[config.mk]
export PLATFORM = sky130hd
export DESIGN_NAME = ddr_bank_timer
export DESIGN_NICKNAME = d
export VERILOG_FILES = /design/src/rtl/ddrTimPkg.sv /design/src/rtl/ddrTimControl.sv /design/src/rtl/ddrTimDatapath.sv /design/src/rtl/ddr_bank_timer.sv
export SDC_FILE = /design/constraint.sdc
export NUM_CORES = 1
export LEC_CHECK = 0
export BUFFER_PORTS_ARGS = -buffer_cell sky130_fd_sc_hd__buf_2
export CORE_MARGIN = 5
export CORE_UTILIZATION = 45
export DETAILED_ROUTE_END_ITERATION = 8
export PLACE_DENSITY = 0.72
export SETUP_SLACK_MARGIN = 0.02
export SLEW_MARGIN = 5
export SYNTH_ARGS = -nofsm -noshare
export SYNTH_HDL_FRONTEND = slang
export SYNTH_SLANG_ARGS = --single-unit
[constraint.sdc]
create_clock -name clk -period 8.17 [get_ports clk]
set_input_delay 1.2255 -clock clk [delete_from_list [all_inputs] [get_ports clk]]
set_output_delay 1.2255 -clock clk [all_outputs]
set_load 0.01 [all_outputs]
[src/rtl/ddrTimPkg.sv]
package ddrTimPkg;
  localparam int BANKS  = 8;
  localparam int BANK_W = $clog2(BANKS);
  localparam int CNT_W  = 6;
  localparam int CMD_W  = 3;
  localparam int SEL_W  = 3;

  typedef enum logic [CMD_W-1:0] {
    CMD_NOP = 3'd0,
    CMD_ACT = 3'd1,
    CMD_RD  = 3'd2,
    CMD_WR  = 3'd3,
    CMD_PRE = 3'd4,
    CMD_REF = 3'd5
  } cmd_e;

  typedef struct packed {
    logic [CNT_W-1:0] rcd;
    logic [CNT_W-1:0] rp;
    logic [CNT_W-1:0] ras;
    logic [CNT_W-1:0] rc;
  } limits_t;

  typedef struct packed {
    logic              actStb;
    logic              preStb;
    logic              refStb;
    logic [BANK_W-1:0] bank;
  } strobe_t;

  // Clock counts per bin: ns limits rounded up against the bin's period.
  function automatic limits_t binLimits(input logic [SEL_W-1:0] sel);
    limits_t l;
    case (sel)
      3'd0:    l = '{rcd: 6'd6,  rp: 6'd6,  ras: 6'd15, rc: 6'd21};
      3'd1:    l = '{rcd: 6'd7,  rp: 6'd7,  ras: 6'd20, rc: 6'd27};
      3'd2:    l = '{rcd: 6'd9,  rp: 6'd9,  ras: 6'd24, rc: 6'd33};
      3'd3:    l = '{rcd: 6'd11, rp: 6'd11, ras: 6'd28, rc: 6'd39};
      3'd4:    l = '{rcd: 6'd13, rp: 6'd13, ras: 6'd32, rc: 6'd45};
      default: l = '{rcd: 6'd14, rp: 6'd14, ras: 6'd36, rc: 6'd50};
    endcase
    return l;
  endfunction
endpackage

[src/rtl/ddrTimControl.sv]
module ddrTimControl
  import ddrTimPkg::*;
(
  input  logic              clk,
  input  logic              rst,
  input  logic [CMD_W-1:0]  cmdIn,
  input  logic [BANK_W-1:0] bankIn,
  input  logic [BANKS-1:0]  actReady,
  input  logic [BANKS-1:0]  rwReady,
  input  logic [BANKS-1:0]  preReady,
  output strobe_t           stb,
  output logic              vioValid,
  output logic [BANK_W-1:0] vioBank,
  output logic [CMD_W-1:0]  vioCmd
);
  logic illegal;

  always_comb begin
    stb      = '0;
    stb.bank = bankIn;
    illegal  = 1'b0;
    case (cmdIn)
      CMD_ACT: begin
        stb.actStb = 1'b1;
        illegal    = !actReady[bankIn];
      end
      CMD_RD, CMD_WR: illegal = !rwReady[bankIn];
      CMD_PRE: begin
        stb.preStb = 1'b1;
        illegal    = !preReady[bankIn];
      end
      CMD_REF: stb.refStb = 1'b1;
      default: ;
    endcase
  end

  always_ff @(posedge clk) begin
    if (rst) begin
      vioValid <= 1'b0;
      vioBank  <= '0;
      vioCmd   <= '0;
    end else begin
      vioValid <= illegal;
      if (illegal) begin
        vioBank <= bankIn;
        vioCmd  <= cmdIn;
      end
    end
  end

  assert_act_flag_R7: assert property (@(posedge clk) disable iff (rst)
    (cmdIn == CMD_ACT && !actReady[bankIn]) |=> (vioValid && vioBank == $past(bankIn)));

  assert_rw_flag_R7: assert property (@(posedge clk) disable iff (rst)
    ((cmdIn == CMD_RD || cmdIn == CMD_WR) && !rwReady[bankIn]) |=> (vioValid && vioCmd == $past(cmdIn)));

  assert_quiet_cmds_R7: assert property (@(posedge clk) disable iff (rst)
    (cmdIn == CMD_NOP || cmdIn == CMD_REF || cmdIn > CMD_REF) |=> !vioValid);
endmodule

[src/rtl/ddrTimDatapath.sv]
module ddrTimDatapath
  import ddrTimPkg::*;
#(
  parameter int REFI_CLKS = 6240
) (
  input  logic             clk,
  input  logic             rst,
  input  strobe_t          stb,
  input  logic [SEL_W-1:0] binSel,
  input  logic             hotIn,
  output logic [BANKS-1:0] actReady,
  output logic [BANKS-1:0] rwReady,
  output logic [BANKS-1:0] preReady,
  output logic             refDue
);
  localparam int REF_W = $clog2(REFI_CLKS + 1);
  localparam logic [CNT_W-1:0] CNT_MAX = '1;
  localparam logic [REF_W-1:0] LOAD_COOL = REF_W'(REFI_CLKS - 1);
  localparam logic [REF_W-1:0] LOAD_HOT  = REF_W'(REFI_CLKS / 2 - 1);

  limits_t lim;
  always_comb lim = binLimits(binSel);

  for (genvar b = 0; b < BANKS; b++) begin : g_bank
    logic [CNT_W-1:0] sinceAct;
    logic [CNT_W-1:0] sincePre;
    logic             isOpen;
    logic             hit;

    assign hit = (stb.bank == BANK_W'(b));

    always_ff @(posedge clk) begin
      if (rst) begin
        sinceAct <= CNT_MAX;
        sincePre <= CNT_MAX;
        isOpen   <= 1'b0;
      end else begin
        if (stb.actStb && hit) begin
          sinceAct <= CNT_W'(1);
          isOpen   <= 1'b1;
        end else if (sinceAct != CNT_MAX) begin
          sinceAct <= sinceAct + CNT_W'(1);
        end
        if (stb.preStb && hit && isOpen) begin
          sincePre <= CNT_W'(1);
          isOpen   <= 1'b0;
        end else if (sincePre != CNT_MAX) begin
          sincePre <= sincePre + CNT_W'(1);
        end
      end
    end

    assign actReady[b] = !isOpen && (sincePre >= lim.rp) && (sinceAct >= lim.rc);
    assign rwReady[b]  = isOpen && (sinceAct >= lim.rcd);
    assign preReady[b] = !isOpen || (sinceAct >= lim.ras);
  end

  logic [REF_W-1:0] refCnt;
  logic [REF_W-1:0] refLoad;
  logic             hotQ;
  logic             rangeChg;

  assign refLoad  = hotIn ? LOAD_HOT : LOAD_COOL;
  assign rangeChg = (hotIn != hotQ);

  always_ff @(posedge clk) begin
    if (rst) begin
      refCnt <= LOAD_COOL;
      hotQ   <= 1'b0;
      refDue <= 1'b0;
    end else begin
      hotQ <= hotIn;
      if (rangeChg || refCnt == '0) refCnt <= refLoad;
      else                          refCnt <= refCnt - REF_W'(1);
      if (!rangeChg && refCnt == '0) refDue <= 1'b1;
      else if (stb.refStb)           refDue <= 1'b0;
    end
  end

  assert_act_blocks_reuse_R5: assert property (@(posedge clk) disable iff (rst)
    stb.actStb |=> !actReady[$past(stb.bank)]);

  assert_act_blocks_pre_R4: assert property (@(posedge clk) disable iff (rst)
    stb.actStb |=> !preReady[$past(stb.bank)]);

  assert_due_from_expiry_R9: assert property (@(posedge clk) disable iff (rst)
    $rose(refDue) |-> ($past(refCnt) == '0));

  assert_due_holds_R10: assert property (@(posedge clk) disable iff (rst)
    (refDue && !stb.refStb) |=> refDue);

  assert_range_reload_R11: assert property (@(posedge clk) disable iff (rst)
    rangeChg |=> (refCnt == (hotQ ? LOAD_HOT : LOAD_COOL)));
endmodule

[src/rtl/ddr_bank_timer.sv]
module ddr_bank_timer
  import ddrTimPkg::*;
#(
  parameter int REFI_CLKS = 6240
) (
  input  logic             clk,
  input  logic             rst,
  input  logic [2:0]       cmdIn,
  input  logic [2:0]       bankIn,
  input  logic [2:0]       binSel,
  input  logic             hotIn,
  output logic [7:0]       actReady,
  output logic [7:0]       rwReady,
  output logic [7:0]       preReady,
  output logic             refDue,
  output logic             vioValid,
  output logic [2:0]       vioBank,
  output logic [2:0]       vioCmd
);
  strobe_t stb;

  ddrTimControl u_ctrl (
    .clk      (clk),
    .rst      (rst),
    .cmdIn    (cmdIn),
    .bankIn   (bankIn),
    .actReady (actReady),
    .rwReady  (rwReady),
    .preReady (preReady),
    .stb      (stb),
    .vioValid (vioValid),
    .vioBank  (vioBank),
    .vioCmd   (vioCmd)
  );

  ddrTimDatapath #(.REFI_CLKS(REFI_CLKS)) u_dp (
    .clk      (clk),
    .rst      (rst),
    .stb      (stb),
    .binSel   (binSel),
    .hotIn    (hotIn),
    .actReady (actReady),
    .rwReady  (rwReady),
    .preReady (preReady),
    .refDue   (refDue)
  );
endmodule

==> results of run 1 <==
layout make-up:
type,instances,area [um^2],share of cell area (%)
clock buffer,17,425,4.10
clock inverter,13,190,1.83
inverter,37,139,1.34
multi-input combinational,880,6510,62.7
sequential,126,2520,24.3
tap,270,338,3.25
timing repair buffer,49,263,2.53
registers in the layout, indices dropped and copies added (netlist names):
| name | cells |
|---|---|
| u_ctrl.vioBank | 3 |
| u_ctrl.vioCmd | 3 |
| u_ctrl.vioValid | 1 |
| u_dp.g_bank.isOpen | 8 |
| u_dp.g_bank.sinceAct | 48 |
| u_dp.g_bank.sincePre | 48 |
| u_dp.hotQ | 1 |
| u_dp.refCnt | 13 |
| u_dp.refDue | 1 |
routing by layer:
layer	part of all wire [%]	vias to the layer above	global-route usage (%)	wire length (um)
met1	46	3753	26.1	10800
met5	0	-	0	0
met2	46	194	32.9	10800
met4	2.4	0	6.77	562
met3	5.0	41	3.43	1160
li1	-	4051	-	-
per-stage QoR:
stage | power [mW] | area (um^2) | util, % | setup WS (ns)
6_report | 3.30 | 10400 | 51.2 | 2.33
3_5_place_dp | 2.49 | 9770 | 48.1 | 2.32
2_1_floorplan | 2.16 | 9300 | - | 2.68
4_1_cts | 3.32 | 10400 | 51.2 | 2.31
3_3_place_gp | 2.43 | 9770 | 48.1 | 2.49
5_1_grt | 3.61 | 10400 | 51.2 | 2.11
report_power, final:
part	switching [mW]	internal (mW)
combinational	0.757	0.736
sequential	0.228	0.782
clock	0.292	0.509
logic make-up (layout without fill, tap and decap cells):
group | Yosys count | count (layout) | share of synthesized area, %
buffers and inverters | 67 | 116 | 2.95
AOI/OAI and AO/OA | 277 | 277 | 19.9
xor gates and xnor gates | 36 | 36 | 3.39
and+or+nand+nor | 377 | 377 | 21.7
adders and majority gates | 166 | 166 | 22.2
muxes | 24 | 24 | 2.75
DFF | 126 | 126 | 27.1
path summary, 6_finish.rpt:
check | slack (ns) | end | cells past startpoint
max | 2.33 | rwReady[7] | 14
min | 0.39 | u_dp.refCnt[0] | 1
max reg2reg | 4.76 | u_ctrl.vioBank[0] | 11
min reg2reg | 0.39 | u_dp.refCnt[0] | 1
cells in the mapped netlist (9+ instances only):
master | count | area, um^2
a211oi_1 | 9 | 67.6
a21o_1 | 19 | 143
a21oi_1 | 44 | 220
and3_1 | 51 | 319
clkbuf_1 | 23 | 86.3
dfxtp_1 | 126 | 2520
ha_1 | 161 | 2010
inv_1 | 36 | 135
mux2i_1 | 21 | 210
nand2_1 | 50 | 188
nand2b_1 | 41 | 257
nand3_1 | 76 | 380
nor2_1 | 59 | 221
nor2b_1 | 11 | 68.8
nor3_1 | 23 | 115
o21ai_0 | 74 | 370
o21bai_1 | 74 | 556
or2_2 | 10 | 62.6
or3_1 | 22 | 138
xnor2_1 | 29 | 254
critical path, stage by stage:
cell,delay (ns)
buf_2,0.19
inv_2,0.17
nand2_1,0.32
inv_1,0.26
nor2b_2,0.34
buf_4,0.31
ha_1,0.26
nand2b_1,0.14
a21o_1,0.17
maj3_1,0.36
a2111oi_0,0.42
nand2b_1,0.25
inv_1,0.05
buf_2,0.13
==> flow_summary.json, run 1 <==
{
  "detail_route.wl_per_cell_um": 16.8,
  "cts-hold-fix-buffers": 0,
  "setup.worst_path.class": "in -> out",
  "nFillCells": 1918,
  "grt_setup_unrepaired": "false",
  "report.final.setup_viol": 0,
  "yosys_register_bits": 126,
  "post_cts_setup_repair_buffer_count": 0,
  "cts.sink_count": 126,
  "post_layout_nonfiller_instances": 1392,
  "initial_core_utilization_pct": 45.8,
  "cp-end-kind": "output pin",
  "first_pass_grt_wire_length_um": 38700,
  "routabilityCongestion": 0.897,
  "final_layout_size_suffix_gt1_share_pct": 9.63,
  "via_count_normalized_by_instance_count": 5.78,
  "grt_usage_pct": 19.8,
  "ys_async_sr_fraction_pct": 0,
  "cap_viol_max_count": 0,
  "post_synth_num_cell_types": 67,
  "die_area_um2": 23600,
  "synth_ff_type": "dfxtp_1",
  "hpwlAfterDp_um": 16700,
  "postSynthCellCount": 1073,
  "yosys_warnings": 0,
  "floorplan.io_pins": 44,
  "number_of_buffers_inserted_during_clock_tree_synthesis": 17,
  "grt_antenna_before_repair": 0,
  "cts_root_buffer_type": "clkbuf_16",
  "max_slew.worst_pin.slew_ns": 1.11,
  "critical_path.startpoint": "binSel[2]",
  "min-delay-start": "u_dp.refCnt[0]",
  "cts.path.max_buffers": 2,
  "design.core.area_um2": 20300,
  "outcome": "complete, no violations",
  "syn-cell-area_um2": 9300,
  "grt_remaining_overflow": 0,
  "grt_start_max_net_pins": 123,
  "die-width_um": 154,
  "clk_pin_slew_ns": 0.06,
  "maxSlewHeadroom_pct": 25.8,
  "drt_drc_violations_left": 0,
  "holdCritPathClass": "reg -> reg",
  "max_clock_skew_ns": 0.00551,
  "drtIter0Drc": 551,
  "synthToLayoutAreaGrowth_pct": 11.7,
  "drt-pass1-iter-count": 5,
  "grt_pass1_vias": 7585,
  "layout_min_cycle_time_ns": 5.84,
  "postRouteAntennaNets": 0,
  "routed_wirelength_um": 23300,
  "mostFrequentLayoutCell": "ha_1",
  "postSynthNetCount": 1246,
  "number_of_hold_slack_violations_in_the_final_timing_report": 0,
  "clock_latency_on_the_worst_skew_pair_ns": 0.42,
  "cts_resized": 0,
  "cts_tree": "yes",
  "synth_enable_flop_cells": 0,
  "cp.arrival_ns": 4.62,
  "crit_path_start_kind": "input pin",
  "nets": 1284,
  "cts_max_level": 4,
  "static-leakage-power_nw": 4.80,
  "critical_path.max_fanout": 12,
  "finalHoldWorstSlack_ns": 0.391,
  "powerDensity_nw_per_um2": 318,
  "max_freq_mhz": 171,
  "antenna_cells_inserted": 0,
  "max-vdd-ir-drop_mv": 0.114,
  "critical_path_required_ns": 6.94,
  "placement.io_buffers": 43,
  "syn-mean-instance-area_um2": 8.67,
  "num_vias": 8039,
  "num_rows": 52,
  "die_h_um": 154,
  "post-route-period-util_pct": 71.5,
  "reg2reg_from": "u_dp.g_bank[7].sinceAct[0]",
  "dp_cells": 1362,
  "slew_violations": 0,
  "synth-seq-area-share_pct": 27.1,
  "setup_tns_ns": 0,
  "most-common-layout-cells": "161 x ha_1, 126 x dfxtp_1, 76 x nand3_1"
}
Power figures use the tool's default switching activity.
==> run 2, diff against run 1 <==
- PLACE_DENSITY: 0.72 -> 0.75
- clock period: 8.17 -> 4.83 ns (I/O delays scaled with it)
==> flow_summary.json, run 2 (synthesized netlist as in run 1, its figures left out) <==
{
  "die-width_um": 154,
  "cp-end-kind": "output pin",
  "post-route-period-util_pct": 84.5,
  "design.core.area_um2": 20300,
  "die_area_um2": 23600,
  "antenna_cells_inserted": 0,
  "cts_max_level": 4,
  "holdCritPathClass": "reg -> reg",
  "grt_usage_pct": 20.1,
  "via_count_normalized_by_instance_count": 5.80,
  "number_of_buffers_inserted_during_clock_tree_synthesis": 17,
  "num_vias": 8125,
  "grt_setup_unrepaired": "false",
  "cap_viol_max_count": 0,
  "nFillCells": 1887,
  "power_mw": 5.52,
  "die_h_um": 154,
  "critical_path.most_common_cell": "buf_2",
  "placement.io_buffers": 43,
  "largest_registers": "u_dp.g_bank.sinceAct x48, u_dp.g_bank.sincePre x48, u_dp.refCnt x13",
  "grt_remaining_overflow": 0,
  "routed_wirelength_um": 23200,
  "most-common-layout-cells": "161 x ha_1, 126 x dfxtp_1, 76 x nand3_1",
  "static-leakage-power_nw": 4.82,
  "routabilityCongestion": 0.872,
  "nets": 1292,
  "finalHoldWorstSlack_ns": 0.397,
  "clk_pin_slew_ns": 0.07,
  "initial_core_utilization_pct": 45.8,
  "grt_start_max_net_pins": 123,
  "critical_path.max_fanout": 24,
  "cts.path.max_buffers": 2,
  "cts-hold-fix-buffers": 0,
  "critical_path.top_delay_family": "buffers and inverters",
  "setup_tns_ns": 0,
  "setup.worst_path.class": "in -> out",
  "max_slew.worst_pin.slew_ns": 1.12,
  "crit_buf_inv": 5,
  "number_of_hold_slack_violations_in_the_final_timing_report": 0,
  "place_area_um2": 9830,
  "final_layout_size_suffix_gt1_share_pct": 10.4,
  "layout_min_cycle_time_ns": 4.08,
  "post_cts_setup_repair_buffer_count": 0,
  "cts_resized": 0,
  "critical_path.max_stage_delay_ns": 0.36,
  "num_rows": 52,
  "first_pass_grt_wire_length_um": 39200,
  "powerDensity_nw_per_um2": 530,
  "crit_path_start_kind": "input pin",
  "cts_root_buffer_type": "clkbuf_16",
  "crit_chain": "buf_2 > inv_2 > nand2_2 > a21oi_2 > buf_4 > ha_1 > a21o_1 > maj3_1 > a2111oi_0 > nand2b_1 > inv_1 > buf_2",
  "slew_violations": 0,
  "drt_drc_violations_left": 0,
  "max-vdd-ir-drop_mv": 0.171,
  "hpwlAfterDp_um": 16900,
  "cts.sink_count": 126,
  "drtIter0Drc": 527,
  "floorplan.io_pins": 44,
  "cell_area_after_layout_um2": 10400,
  "grt_pass1_vias": 7823,
  "detail_route.wl_per_cell_um": 16.5,
  "drt-pass1-iter-count": 6,
  "outcome": "complete, no violations",
  "cp.arrival_ns": 3.36,
  "clock_latency_on_the_worst_skew_pair_ns": 0.43,
  "grt_antenna_before_repair": 0,
  "synthToLayoutAreaGrowth_pct": 12.0,
  "critical_path.slowest_cell": "buf_4",
  "max_freq_mhz": 245,
  "critical_path_required_ns": 4.11,
  "maxSlewHeadroom_pct": 25.6,
  "max_clock_skew_ns": 0.00798,
  "mostFrequentLayoutCell": "ha_1",
  "cts_tree": "yes",
  "report.final.setup_viol": 0,
  "postRouteAntennaNets": 0
}
## run 2: routing by layer
metal	vias up	share of wire, %	GRT usage (%)
li1	4075	-	-
met1	3786	45	25.6
met2	213	46	33.2
met3	51	5.0	3.63
met4	0	3.6	9.34
met5	-	0	0
## run 2: worst paths after layout
path / start / to / slack, ns / cells past startpoint
max reg2reg: u_dp.g_bank[7].sinceAct[0] / u_ctrl.vioCmd[0] / 1.57 / 11
min reg2reg: u_dp.refCnt[0] / u_dp.refCnt[0] / 0.40 / 1
max: binSel[2] / rwReady[7] / 0.75 / 12
min: u_dp.refCnt[0] / u_dp.refCnt[0] / 0.40 / 1
## run 2: power breakdown
| group | total, mW | internal [mW] | switching [mW] | leakage [nW] |
|---|---|---|---|---|
| sequential | 1.70 | 1.32 | 0.382 | 1.04 |
| combinational | 2.53 | 1.25 | 1.28 | 3.50 |
| clock | 1.29 | 0.741 | 0.546 | 0.283 |
## run 2: stage by stage
| step | util (%) | setup slack [ns] | cells |
|---|---|---|---|
| after floorplan | - | 0.110 | 1073 |
| after detailed placement | 48.4 | 0.439 | 1370 |
| after global routing | 51.3 | 0.557 | 1402 |
| after CTS | 51.3 | 0.785 | 1402 |
| final | 51.3 | 0.748 | 1402 |
| after global placement | 48.4 | 0.633 | 1370 |
## run 2: final cells by class
cell class	instances	area [um^2]	area share, %
Timing Repair Buffer	57	323	3.10
Clock inverter	14	146	1.41
Inverter	37	139	1.33
Tap cell	270	338	3.24
Clock buffer	18	439	4.22
Sequential cell	126	2520	24.2
Multi-Input combinational cell	880	6510	62.5
